**config.mk**
```make
export PLATFORM = sky130hd
export DESIGN_NAME = str_hash33
export DESIGN_NICKNAME = d
export VERILOG_FILES = /design/src/rtl/str_hash33_pkg.sv /design/src/rtl/str_hash33_step.sv /design/src/rtl/str_hash33_ctrl.sv /design/src/rtl/str_hash33.sv
export SDC_FILE = /design/constraint.sdc
export NUM_CORES = 1
export LEC_CHECK = 0
export ABC_AREA = 1
export BUFFER_PORTS_ARGS = -buffer_cell sky130_fd_sc_hd__buf_2
export CORE_MARGIN = 2
export CORE_UTILIZATION = 50
export DETAILED_ROUTE_END_ITERATION = 12
export HOLD_SLACK_MARGIN = 0.03
export PLACE_DENSITY_LB_ADDON = 0.05
export SYNTH_ARGS = -nofsm -noshare
export SYNTH_HDL_FRONTEND = slang
export SYNTH_SLANG_ARGS = --single-unit
```
**constraint.sdc**
```tcl
create_clock -name clk_i -period 8.9 [get_ports clk_i]
set_clock_uncertainty 0.1 [all_clocks]
set_input_delay 1.78 -clock clk_i [delete_from_list [all_inputs] [get_ports clk_i]]
set_output_delay 1.78 -clock clk_i [all_outputs]
set_load 0.1 [all_outputs]
```
**src/rtl/str_hash33_pkg.sv**
```systemverilog
package str_hash33_pkg;
  localparam int unsigned HASH_W_DEF = 32;
  localparam int unsigned DATA_W_DEF = 8;
  localparam int unsigned SHIFT_DEF  = 5;
  localparam logic [31:0] SEED_DEF   = 32'd5381;

  typedef enum logic {
    COMB_ADD = 1'b0,
    COMB_XOR = 1'b1
  } comb_e;
endpackage

```
**src/rtl/str_hash33_step.sv**
```systemverilog
module str_hash33_step
  import str_hash33_pkg::*;
#(
  parameter int unsigned HASH_W = HASH_W_DEF,
  parameter int unsigned DATA_W = DATA_W_DEF,
  parameter int unsigned SHIFT  = SHIFT_DEF
) (
  input  logic [HASH_W-1:0] h_i,
  input  logic [DATA_W-1:0] c_i,
  input  comb_e             comb_i,
  output logic [HASH_W-1:0] h_o
);
  logic [HASH_W-1:0] c_ext;
  logic [HASH_W-1:0] scaled;

  generate
    if (DATA_W >= HASH_W) begin : g_trunc
      assign c_ext = c_i[HASH_W-1:0];
    end else begin : g_zext
      assign c_ext = {{(HASH_W-DATA_W){1'b0}}, c_i};
    end
  endgenerate

  // multiply by (2^SHIFT + 1) without a multiplier
  assign scaled = (h_i << SHIFT) + h_i;

  always_comb begin
    unique case (comb_i)
      COMB_XOR: h_o = scaled ^ c_ext;
      default:  h_o = scaled + c_ext;
    endcase
  end
endmodule

```
**src/rtl/str_hash33_ctrl.sv**
```systemverilog
module str_hash33_ctrl #(
  parameter int unsigned DATA_W = 8
) (
  input  logic              clk_i,
  input  logic              rst_ni,
  input  logic              start_i,
  input  logic              valid_i,
  input  logic [DATA_W-1:0] data_i,
  output logic              load_o,
  output logic              fold_o,
  output logic              running_o,
  output logic              done_o
);
  logic running_q, done_q;
  logic take, is_zero, finish;

  assign is_zero = (data_i == '0);
  // start opens the window in the same cycle so a byte can ride with it
  assign take    = valid_i & (start_i | running_q);
  assign fold_o  = take & ~is_zero;
  assign finish  = take & is_zero;
  assign load_o  = start_i;

  always_ff @(posedge clk_i or negedge rst_ni) begin
    if (!rst_ni) begin
      running_q <= 1'b0;
      done_q    <= 1'b0;
    end else if (start_i) begin
      running_q <= ~finish;
      done_q    <= finish;
    end else if (finish) begin
      running_q <= 1'b0;
      done_q    <= 1'b1;
    end
  end

  assign running_o = running_q;
  assign done_o    = done_q;

  a_r7_run_done_excl: assert property (@(posedge clk_i) disable iff (!rst_ni)
    !(running_q && done_q));
endmodule

```
**src/rtl/str_hash33.sv**
```systemverilog
module str_hash33
  import str_hash33_pkg::*;
#(
  parameter int unsigned HASH_W = HASH_W_DEF,
  parameter int unsigned DATA_W = DATA_W_DEF,
  parameter int unsigned SHIFT  = SHIFT_DEF,
  parameter logic [HASH_W-1:0] SEED = HASH_W'(SEED_DEF)
) (
  input  logic              clk_i,
  input  logic              rst_ni,
  input  logic              start_i,
  input  logic              valid_i,
  input  logic [DATA_W-1:0] data_i,
  input  logic              mode_xor_i,
  output logic [HASH_W-1:0] hash_o,
  output logic              done_o
);
  localparam logic [HASH_W-1:0] MULT = HASH_W'((1 << SHIFT) + 1);

  logic              load, fold, running;
  logic [HASH_W-1:0] hash_q, base, stepped;
  comb_e             comb;

  assign comb = mode_xor_i ? COMB_XOR : COMB_ADD;

  str_hash33_ctrl #(.DATA_W(DATA_W)) u_ctrl (
    .clk_i     (clk_i),
    .rst_ni    (rst_ni),
    .start_i   (start_i),
    .valid_i   (valid_i),
    .data_i    (data_i),
    .load_o    (load),
    .fold_o    (fold),
    .running_o (running),
    .done_o    (done_o)
  );

  assign base = load ? SEED : hash_q;

  str_hash33_step #(.HASH_W(HASH_W), .DATA_W(DATA_W), .SHIFT(SHIFT)) u_step (
    .h_i    (base),
    .c_i    (data_i),
    .comb_i (comb),
    .h_o    (stepped)
  );

  always_ff @(posedge clk_i or negedge rst_ni) begin
    if (!rst_ni)          hash_q <= SEED;
    else if (load | fold) hash_q <= fold ? stepped : base;
  end

  assign hash_o = hash_q;

  a_r5_idle_hold: assert property (@(posedge clk_i) disable iff (!rst_ni)
    (!valid_i && !start_i) |=> ($stable(hash_o) && $stable(done_o)));

  a_r2_start_seed: assert property (@(posedge clk_i) disable iff (!rst_ni)
    (start_i && !valid_i) |=> (hash_o == SEED && !done_o));

  a_r3_add_step: assert property (@(posedge clk_i) disable iff (!rst_ni)
    (running && !start_i && valid_i && data_i != '0 && !mode_xor_i)
      |=> hash_o == HASH_W'($past(hash_o) * MULT + HASH_W'($past(data_i))));

  a_r4_xor_step: assert property (@(posedge clk_i) disable iff (!rst_ni)
    (running && !start_i && valid_i && data_i != '0 && mode_xor_i)
      |=> hash_o == (HASH_W'($past(hash_o) * MULT) ^ HASH_W'($past(data_i))));

  a_r6_zero_ends: assert property (@(posedge clk_i) disable iff (!rst_ni)
    (running && !start_i && valid_i && data_i == '0) |=> (done_o && $stable(hash_o)));

  a_r7_done_hold: assert property (@(posedge clk_i) disable iff (!rst_ni)
    (done_o && !start_i) |=> (done_o && $stable(hash_o)));
endmodule

```
[Word level (Yosys, flattened, before mapping)]
Cells that the tools add are included.
W data, S select, Z words.
Storage, ports and cells
  bits of input ports: 13
  flip-flop bits (word level): 34
  logic and storage cells: 23
  output and inout port bits: 33
Cells by class
  muxes and demuxes: 8
  bitwise operators: 8
  reduce and logical (&&, ||, !) cells: 2
  $add $sub $neg: 2
Operator list (number)
  $mux W32: 3
  $add A32 B32 Y32: 1
  $add A32 B8 Y32: 1
  $xor A32 B8 Y32: 1
  $logic_not A8 Y1: 1
  $mux W1: 5
  $and A1 B1 Y1: 3
  $not A1 Y1: 2
  $or A1 B1 Y1: 2
  $reduce_bool A2 Y1: 1

[Depth between registers and ports, before layout]
Gate-level depths: netlist of run 1.
  word-level depth: 5
  mapped depth: 27

[Modules after synthesis]
From an unflattened synthesis of run 1, not the netlist that was laid out.
Second synthesis, totals
  cell total of the unflattened synthesis: 819
  area, all modules: 4764.6 um^2
Modules (own cells, without submodules)
  str_hash33_step: cells each 601, instances 1, area each 3128.0 um^2, seq. area each 0.0 um^2
  str_hash33: cells each 199, instances 1, area each 1511.4 um^2, seq. area each 807.0 um^2
  str_hash33_ctrl: cells each 19, instances 1, area each 125.1 um^2, seq. area each 50.0 um^2

[Worst setup path before layout of run 1]
No wires, ideal clock.
  path type: input to register
  start point: in start_i
  end point: reg hash_q[24], in the netlist hash_o[24]
  library setup time: 0.128 ns
  arrival: 4.438 ns
  path slack: 4.233 ns
  cell stages on the path: 22
  required time: 8.672 ns
  path buffers: 2
  cells stage by stage: buf_6 > buf_2 > or2_2 > ha_1 > inv_1 > nand3_1 > nand2_1 > inv_1 > ha_1 > nand2_1 > nor2_1 > nand2_1 > nand2_1 > nand2_1 > nor2_4 > nand2_2 > nor2_4 > nand3_4 > nor2_8 > nand3_1 > nand3_1 > o21ai_2
On the way
  longest elaborated chain between the ends: 5
  elaborated cells between the ends (all ways): 10
  those cells by class: add/sub (2); mux (3); bitwise (5)
RTL lines
  start, declared: line str_hash33.sv:11  | input logic start_i,
  $mux W32: line str_hash33.sv:38  | assign base = load ? SEED : hash_q;
  $add A32 B32 Y32: line str_hash33_step.sv:25  | assign scaled = (h_i << SHIFT) + h_i;
  $add A32 B8 Y32 / $xor A32 B8 Y32 (equally long branches): line str_hash33_step.sv:30, str_hash33_step.sv:29
  $mux W32: line str_hash33_step.sv:28  | unique case (comb_i)
  $mux W32: line str_hash33.sv:49  | else if (load | fold) hash_q <= fold ? stepped : base;
  end signal, assigned: line str_hash33.sv:49
  end, declared: line str_hash33.sv:21  | logic [HASH_W-1:0] hash_q, base, stepped;
Several ways; a longest one is shown, not always the timed one.
A chain may end at the register's enable or synchronous reset.

[Worst setup path after layout of run 1]
Same ends and word-level chain as after synthesis.

==> results of run 1 <==
-- logic make-up (layout without fill, tap and decap cells) --
logic type	Yosys count	in the layout	share of synthesized area, %
adder cells (fa/ha/maj)	22	22	5.60
AO/OA/AOI/OAI	98	98	11.2
AND/OR/NAND/NOR	515	515	49.8
flip-flops	34	34	17.4
XOR/XNOR	16	16	3.16
buffers and inverters	153	196	12.8
-- sequential cells by signal (all words and copies together), names as in the netlist --
signal            cells
hash_o               32
u_ctrl.done_o         1
u_ctrl.running_o      1
-- worst max path at each step --
stage                  to  depth (start not counted)    start
2_1_floorplan  hash_o[24]                         22  start_i
3_3_place_gp   hash_o[24]                         25  start_i
3_5_place_dp   hash_o[24]                         25  start_i
4_1_cts        hash_o[24]                         25  start_i
5_1_grt        hash_o[22]                         27  start_i
6_report       hash_o[24]                         25  start_i
-- final cells by class --
cell class / count / area, um2 / area share (%)
Clock buffer: 8 / 80.1 / 1.51
Multi-Input combinational cell: 651 / 3430 / 64.6
Timing Repair Buffer: 46 / 233 / 4.39
Sequential cell: 34 / 857 / 16.2
Inverter: 142 / 541 / 10.2
Tap cell: 133 / 166 / 3.14
-- per-stage QoR --
stage,setup slack [ns],cell area [um2],power [uW],hold WS [ns]
after floorplan,4.23,4910,1020,0.384
after global placement,3.75,5230,1230,0.379
after detailed placement,3.66,5230,1240,0.379
after CTS,3.97,5310,1360,0.397
after global routing,3.58,5310,1470,0.410
final,3.91,5310,1370,0.397
-- critical path, delay by kind of cell --
kind,cells,cell delay (ns)
AOI/OAI and AO/OA,1,0.05
adders and majority gates,2,0.53
buffers and inverters,5,0.86
and+or+nand+nor,17,1.80
-- placed cells by master (no fill, tap or decap), types with 10 or more instances in the layout --
| cell | netlist | routed |
|---|---|---|
| ha_1 | 22 | 22 |
| nand3_2 | 13 | 13 |
| nor2_2 | 15 | 16 |
| nor2_1 | 81 | 80 |
| buf_2 | 2 | 45 |
| nand4_1 | 18 | 18 |
| dfrtp_1 | 29 | 29 |
| o22ai_1 | 10 | 10 |
| o21ai_1 | 10 | 10 |
| a21oi_1 | 30 | 30 |
| o21ai_0 | 32 | 32 |
| nand3_1 | 70 | 70 |
| xor2_1 | 14 | 14 |
| inv_1 | 123 | 123 |
| inv_2 | 17 | 17 |
| nand2_1 | 258 | 258 |
| nand2_2 | 32 | 32 |
-- layer usage --
layer	wire length (um)	up-vias
li1	-	2750
met1	7890	2445
met2	6750	207
met3	1380	13
met4	197	0
met5	0	-
-- report_power, final --
group	internal [uW]	switching, uW
Sequential	197	55.6
Clock	55.7	61.0
Combinational	223	776
Total	476	893
==> results.md, run 1 <==
- Postcts setup bufs: 0
- Yosys warns: 0
- Synth top area share: ~20%
- Average cell area after synthesis: 5.86 um2
- Critical Path RT: 8.98 ns
- CP endpoint kind: flip-flop
- F_max: 200 MHz
- Crit path largest cell delay: 0.49 ns
- Core Util, Final: 55.0%
- Number of inserted diodes: 0
- #FFs+latches synth: 34
- Met1 usage: 48.8%
- First-pass GRT wire length: 25900 um
- RSZ-0062 raised after global routing: false
- H-tree Lvls: 2
- Largest area contributor in the netlist: nand2_1
- Fin cells: a little over 1000
- HP Start: u_ctrl.done_o
- Most Used Layer, Global Route: met1
- Core region area: 9640 um2
- Num rows: 36
- Net count, final: 915
- DIE HEIGHT: 103 um
- CTS resizes: 0
- Period utilization: 56.1%
- Final hold vios: 0
- Vias in the first global route: 4967
- CTS tree: done
- Slew Limit Headroom: 43.7%
- Clock sinks: 34
- Top post-synthesis cells by area: nand2_1 20%, dfrtp_1 15%, inv_1 9.4%, nand3_1 7.1%, nor2_1 6.2%
- Critical R2R Capture: hash_o[24]
- Clock Tree Root: clkbuf_8
- Hold WC Path Type: flip-flop to flip-flop
- Final wirelength: between 15000 and 20000 um
- Max-slew violations: 0
- Actual slew at the worst max-slew pin: between 0.8 and 0.9 ns
- Initial antenna violation count: 0
- GR Layer Usage met2: 47.3%
- Layout cells sized above 1: between 10% and 20%
- Post-synth EDFFs: 0
- Die Wd: 103 um
- CP arrival: 5.07 ns
- Met3 Usage GRT: under 10%
- Hold path endpoint: u_ctrl.done_o
- R2r startpoint: hash_o[1]
- Asr flop ratio synth: 100%
- Dpl cells: roughly 1000
- Post-synthesis instance total: 838
- Power per cell area: 258 nW/um2
- Final setup vio count: 0
- R2R setup slack: between 5 and 6 ns
- 1st-iter DRT viols: roughly 360
- Vias per cell: 5.34
- DRC viols: 0
- Clk buf depth: 2
- Synth-to-Final Area Change: 7.97%
- CTS buffer count: 5
- CTS hold repair buffers: 0
- Top-count cell post-synth: nand2_1
- Seq/Total Area, Yosys: 17.4%
- Critical path type: input port to flip-flop
- Maximum vdd drop: 0.207 mV
- Fillers: 1038
- Status: completed
- Post-DP HPWL: 13400 um
- Mapped Nets: a little under 900
- Leakage power: 0.00289 uW
- Clk pin slew, worst setup/hold paths: 0.08 ns
- Pin count of the biggest net entering global routing: 35
- Maximum fanout along the worst path: 32
- Port buffer count: 45
- DR vias: approximately 5400
- Initial Utilization: 51.0%
- Boundary pin count: 46
- Top_reg_cell synth: dfrtp_1
- Fin crit period: 4.99 ns
- Fin Setup TNS: 0 ns
- Final ANT Viol Nets: 0
- Post-synth top cells: 258 x nand2_1, 123 x inv_1, 81 x nor2_1
- Crit path max-delay cell type: buf_2
- Placer congestion estimate: just over 1
- Reg2Reg Depth: 24
- Tot GR Track Use: between 30% and 40%
- GRT overflow: 0
- Die area: 10600 um2
- TritonRoute pass-1 iters: 5
- WHS Path Cells: 2
- Unique masters post-synth: 47
- Max-Cap Viols: 0
- CP Launch Type: input port
- Clock Latency Late Sink: 0.30 ns
- WL per Instance: approximately 16 um
- Netlist Area Pre-Place: 4910 um2
- Cell mode on critical path: nand2_1
No activity file was read; power rests on OpenSTA's default activity.
==> inputs of run 2 (changes only) <==
==> constraint.sdc (replaced) <==
create_clock -name clk_i -period 4.5 [get_ports clk_i]
set_clock_uncertainty 0.1 [all_clocks]
set_input_delay 0.9 -clock clk_i [delete_from_list [all_inputs] [get_ports clk_i]]
set_output_delay 0.9 -clock clk_i [all_outputs]
set_load 0.1 [all_outputs]
==> results.md, run 2 (synthesized netlist as in run 1, its figures left out) <==
- Pin count of the biggest net entering global routing: 35 (unchanged)
- Highest-count cells in the layout ignoring fill and taps: 258 x nand2_1, 123 x inv_1, 80 x nor2_1 (unchanged)
- Final ANT Viol Nets: 0 (unchanged)
- Boundary pin count: 46 (unchanged)
- Net count, final: 917 (was 915)
- Maximum fanout along the worst path: 32 (unchanged)
- Hold WC Path Type: flip-flop to flip-flop (unchanged)
- RSZ-0062 raised after global routing: false (unchanged)
- 1st-iter DRT viols: 439 (was 356)
- CP endpoint kind: flip-flop (unchanged)
- Slew Limit Headroom: 44.9% (was 43.7%)
- First-pass GRT wire length: 25400 um (was 25900 um)
- Core Util, Final: 55.2% (was 55.0%)
- Initial antenna violation count: 0 (unchanged)
- Final setup vio count: 0 (unchanged)
- Core region area: 9640 um2 (unchanged)
- Max-slew violations: 0 (unchanged)
- Max-Cap Viols: 0 (unchanged)
- CTS resizes: 0 (unchanged)
- Final hold slack: 0.409 ns (was 0.397 ns)
- Num rows: 36 (unchanged)
- Post-DP HPWL: 13200 um (was 13400 um)
- Fin Setup TNS: 0 ns (unchanged)
- Clk pin slew, worst setup/hold paths: 0.08 ns (about the same)
- Actual slew at the worst max-slew pin: 0.826 ns (was 0.844 ns)
- WL per Instance: 15.8 um (was 16.0 um)
- CP arrival: 3.93 ns (was 5.07 ns)
- Critical path type: input port to flip-flop (unchanged)
- Clock Latency Late Sink: 0.30 ns (about the same)
- GRT overflow: 0 (unchanged)
- Clock sinks: 34 (unchanged)
- Number of flip-flops in the largest register: 32 (unchanged)
- Clk buf depth: 2 (unchanged)
- Final worst setup slack: 0.689 ns (was 3.91 ns)
- CTS buffer count: 5 (unchanged)
- Placer congestion estimate: 0.984 (was 1.03)
- Critical Path RT: 4.62 ns (was 8.98 ns)
- Postcts setup bufs: 0 (unchanged)
- Port buffer count: 45 (unchanged)
- TritonRoute pass-1 iters: 5 (unchanged)
- Final wirelength: 16100 um (was 16200 um)
- DIE HEIGHT: 103 um (unchanged)
- CP Launch Type: input port (unchanged)
- Number of inserted diodes: 0 (unchanged)
- Final hold vios: 0 (unchanged)
- Initial Utilization: 51.0% (unchanged)
- Layout cells sized above 1: 18.2% (was 17.9%)
- Most common cell after layout, fill and taps aside: nand2_1 (unchanged)
- DRC viols: 0 (unchanged)
- Vias in the first global route: 4952 (was 4967)
- Period utilization: a little over four fifths
- Tot GR Track Use: 31.4% (was 32.2%)
- DR vias: 5506 (was 5415)
- Die area: 10600 um2 (unchanged)
- Die Wd: 103 um (unchanged)
- CTS hold repair buffers: 0 (unchanged)
- Power per cell area: 509 nW/um2 (was 258 nW/um2)
- F_max: 262 MHz
- R2R setup slack: 1.15 ns (was 5.58 ns)
- Leakage power: 0.00290 uW (was 0.00289 uW)
- Synth-to-Final Area Change: 8.35% (was 7.97%)
- Status: completed (unchanged)
- CTS tree: done (unchanged)
- Vias per cell: 5.42 (was 5.34)
- Fin crit period: 3.81 ns
- Maximum vdd drop: 0.502 mV (was 0.207 mV)
- Worst slack, placed: 0.459 ns (was 3.66 ns)
- H-tree Lvls: 2 (unchanged)
- Clock Tree Root: clkbuf_8 (unchanged)
run 2: cell types whose count changed in the layout (fill, tap and decap cells not counted):
| cell | previous run | this run |
|---|---|---|
| buf_4 | 1 | 3 |
| clkbuf_1 | 3 | 2 |
| clkinvlp_4 | 0 | 1 |
run 2: power by group:
part	leakage, uW	switching [uW]	internal, uW
Sequential	0.000428	113	390
Combinational	0.00243	1540	442
Clock	0.0000385	122	110
Total	0.00290	1770	942
run 2: final timing paths:
path,from,cells past startpoint,endpoint
max,start_i,25,hash_o[22]
min,u_ctrl.done_o,2,u_ctrl.done_o
max reg2reg,hash_o[5],23,hash_o[22]
min reg2reg,u_ctrl.done_o,2,u_ctrl.done_o
max in group asynchronous,rst_ni,1,hash_o[3]
min in group asynchronous,rst_ni,1,hash_o[27]
run 2: metrics by stage:
step,cells,instance area [um2],power [uW]
6_report,1016,5330,2710
2_1_floorplan,838,4910,2020
3_5_place_dp,1008,5240,2440
5_1_grt,1016,5330,2890
4_1_cts,1016,5330,2680
3_3_place_gp,1008,5240,2440
run 2: final cells by class:
cell class,count,area (um2)
Fill cell,1032,4310
Multi-Input combinational cell,651,3430
Sequential cell,34,857
Inverter,142,541
Timing Repair Buffer,48,248
Tap cell,133,166
Clock buffer,7,76.3
Clock inverter,1,7.51
run 2: critical path: stages:
cell	delay, ns
buf_2	0.17
inv_8	0.21
nand3_1	0.21
inv_1	0.21
ha_1	0.17
inv_1	0.05
nand2_1	0.06
nand2_1	0.09
nand2_1	0.08
inv_1	0.04
ha_1	0.34
nand2_1	0.09
nor2_1	0.11
nand2_1	0.06
nand2_1	0.05
nand2_1	0.10
nor2_4	0.16
nand2_2	0.09
nor2_4	0.14
nand3_4	0.14
nor2_8	0.16
nor2_1	0.05
nor2_1	0.10
nand2_1	0.08
o21ai_2	0.06
run 2: layer usage:
layer | global-route usage, % | vias to the layer above | share of wire [%]
met5 | 0 | - | 0
met4 | 6.28 | 0 | 1.4
met3 | 2.85 | 20 | 8.4
met2 | 47.7 | 239 | 42
met1 | 48.3 | 2501 | 48
li1 | - | 2746 | -
==> inputs of run 3 (changes only) <==
==> constraint.sdc (replaced) <==
create_clock -name clk_i -period 3.6 [get_ports clk_i]
set_clock_uncertainty 0.1 [all_clocks]
set_input_delay 0.72 -clock clk_i [delete_from_list [all_inputs] [get_ports clk_i]]
set_output_delay 0.72 -clock clk_i [all_outputs]
set_load 0.1 [all_outputs]
==> results.md, run 3 (synthesized netlist as in run 1, its figures left out) <==
- Status: completed (unchanged)
- Net count, final: 936 (was 917)
- DRC viols: 0 (unchanged)
- Actual slew at the worst max-slew pin: 0.811 ns (was 0.826 ns)
- Final Total Pwr: 3450 uW (was 2710 uW)
- Number of flip-flops in the largest register: 32 (unchanged)
- CTS buffer count: 5 (unchanged)
- Initial Utilization: 51.0% (unchanged)
- Vias in the first global route: 5073 (was 4952)
- Critical Path RT: 3.67 ns (was 4.62 ns)
- CP endpoint kind: flip-flop (unchanged)
- Sw power: 2220 uW (was 1770 uW)
- Final worst setup slack: 0.259 ns (was 0.689 ns)
- Final setup vio count: 0 (unchanged)
- H-tree Lvls: 2 (unchanged)
- Area of the multi-input gates: 3440 um2 (was 3430 um2)
- Final hold vios: 0 (unchanged)
- Post-DP HPWL: 13400 um (was 13200 um)
- Slew Limit Headroom: 45.9% (was 44.9%)
- Max-Cap Viols: 0 (unchanged)
- Gate power share: 73.4% (was 72.9%)
- Maximum fanout along the worst path: 14 (was 32)
- Initial antenna violation count: 0 (unchanged)
- Die Wd: 103 um (unchanged)
- Fillers: 1020 (was 1032)
- CP arrival: 3.41 ns (was 3.93 ns)
- Layout cells sized above 1: 20.1% (was 18.2%)
- Critical path buffers and inverters: 5 (unchanged)
- Clock Tree Root: clkbuf_8 (unchanged)
- Boundary pin count: 46 (unchanged)
- Clock sinks: 34 (unchanged)
- Final ANT Viol Nets: 0 (unchanged)
- Clock share of power: 8.4% (was 8.5%)
- GRT overflow: 0 (unchanged)
- GR Layer Usage met2: 46.5% (was 47.7%)
- CTS resizes: 0 (unchanged)
- Core region area: 9640 um2 (unchanged)
- CTS hold repair buffers: 0 (unchanged)
- Fin crit period: approximately 3.3 ns
- Crit path largest cell delay: 0.34 ns (about the same)
- First-pass GRT wire length: 25600 um (was 25400 um)
- Die area: 10600 um2 (unchanged)
- Clk buf depth: 2 (unchanged)
- WL per Instance: 15.5 um (was 15.8 um)
- Met1 usage: 47.7% (was 48.3%)
- Postcts setup bufs: 0 (unchanged)
- Highest-count cells in the layout ignoring fill and taps: 258 x nand2_1, 123 x inv_1, 80 x nor2_1 (unchanged)
- CP Launch Type: input port (unchanged)
- Tot GR Track Use: 31.3% (was 31.4%)
- Fin Setup TNS: 0 ns (unchanged)
- Critical path type: input port to flip-flop (unchanged)
- Pin count of the biggest net entering global routing: 35 (unchanged)
- Num rows: 36 (unchanged)
- DR vias: 5585 (was 5506)
- Vias per cell: 5.40 (was 5.42)
- Hold WC Path Type: flip-flop to flip-flop (unchanged)
- DIE HEIGHT: 103 um (unchanged)
- Power per cell area: 627 nW/um2 (was 509 nW/um2)
- Power Internal: 1230 uW (was 942 uW)
- CTS tree: done (unchanged)
- Maximum vdd drop: 0.568 mV (was 0.502 mV)
- Most common cell after layout, fill and taps aside: nand2_1 (unchanged)
- CP delay by family, top: simple AND/OR/NAND/NOR gates (unchanged)
- Synth-to-Final Area Change: 11.8% (was 8.35%)
- Number of inserted diodes: 0 (unchanged)
- RSZ-0062 raised after global routing: false (unchanged)
- Clock Latency Late Sink: 0.29 ns (was 0.30 ns)
- Switch share: 64.3% (was 65.3%)
- Most Used Layer, Global Route: met1 (unchanged)
- Period utilization: 92.8%
- Worst slack, placed: -0.0301 ns (was 0.459 ns)
- Met3 Usage GRT: 3.80% (was 2.85%)
- Cell mode on critical path: nand2_1 (unchanged)
- TritonRoute pass-1 iters: 5 (unchanged)
- F_max: 299 MHz
- Max-slew violations: 0 (unchanged)
- 1st-iter DRT viols: 340 (was 439)
- Port buffer count: 45 (unchanged)
- Flop pwr share: 18.2% (was 18.5%)
- Placer congestion estimate: 1.01 (was 0.984)
- Leakage power: 0.00299 uW (was 0.00290 uW)
- FF+latch area: 857 um2 (unchanged)
- Clk pin slew, worst setup/hold paths: 0.08 ns (about the same)
- Final wirelength: 16100 um (about the same)
- Crit path max-delay cell type: ha_1 (unchanged)
==> run 3: cell types whose count changed in the layout (fill, tap and decap cells not counted), sizes merged <==
cell and change:
buf +19
==> run 3: tightest hold or removal path: stages (launching register included) <==
cell and delay [ns]:
dfrtp_1 0.35, nand2_1 0.05, o21ai_0 0.06
==> run 3: final timing paths <==
path	to	cells past startpoint	start	slack [ns]
max in group asynchronous	hash_o[1]	1	rst_ni	2.46
setup reg to reg	hash_o[24]	24	hash_o[1]	0.44
min in group asynchronous	hash_o[24]	1	rst_ni	0.41
setup / recovery	hash_o[24]	26	start_i	0.26
hold / removal	u_ctrl.done_o	2	u_ctrl.done_o	0.39
hold reg to reg	u_ctrl.done_o	2	u_ctrl.done_o	0.39
==> run 3: per-stage QoR <==
stage                     cell area (um2)  hold WS (ns)  util (%)  instances
after floorplan                      4930         0.324         -        838
after global placement               5410         0.372      56.1       1027
after detailed placement             5410         0.377      56.1       1027
after CTS                            5490         0.395      57.0       1035
after global routing                 5490         0.448      57.0       1035
final                                5490         0.391      57.0       1035
==> run 3: final cells by class <==
cell class | instances | share of cell area [%]
clock buffers | 7 | 1.39
clock inverters | 1 | 0.137
inverters | 142 | 9.84
multi-input cells | 651 | 62.7
flip-flops and latches | 34 | 15.6
well taps | 133 | 3.03
repair buffers | 67 | 7.33
==> run 3: power groups by stage <==
stage	clock, uW	sequential (uW)	combinational [uW]
6_report	289	627	2530
3_3_place_gp	0	628	2460
4_1_cts	292	623	2490
5_1_grt	307	639	2720
2_1_floorplan	0	1300	1240
3_5_place_dp	0	630	2480
==> run 3: per-layer routing <==
layer	routed length (um)	up-vias
li1	-	2786
met1	8050	2592
met2	6710	185
met3	1030	22
met4	276	0
met5	0	-
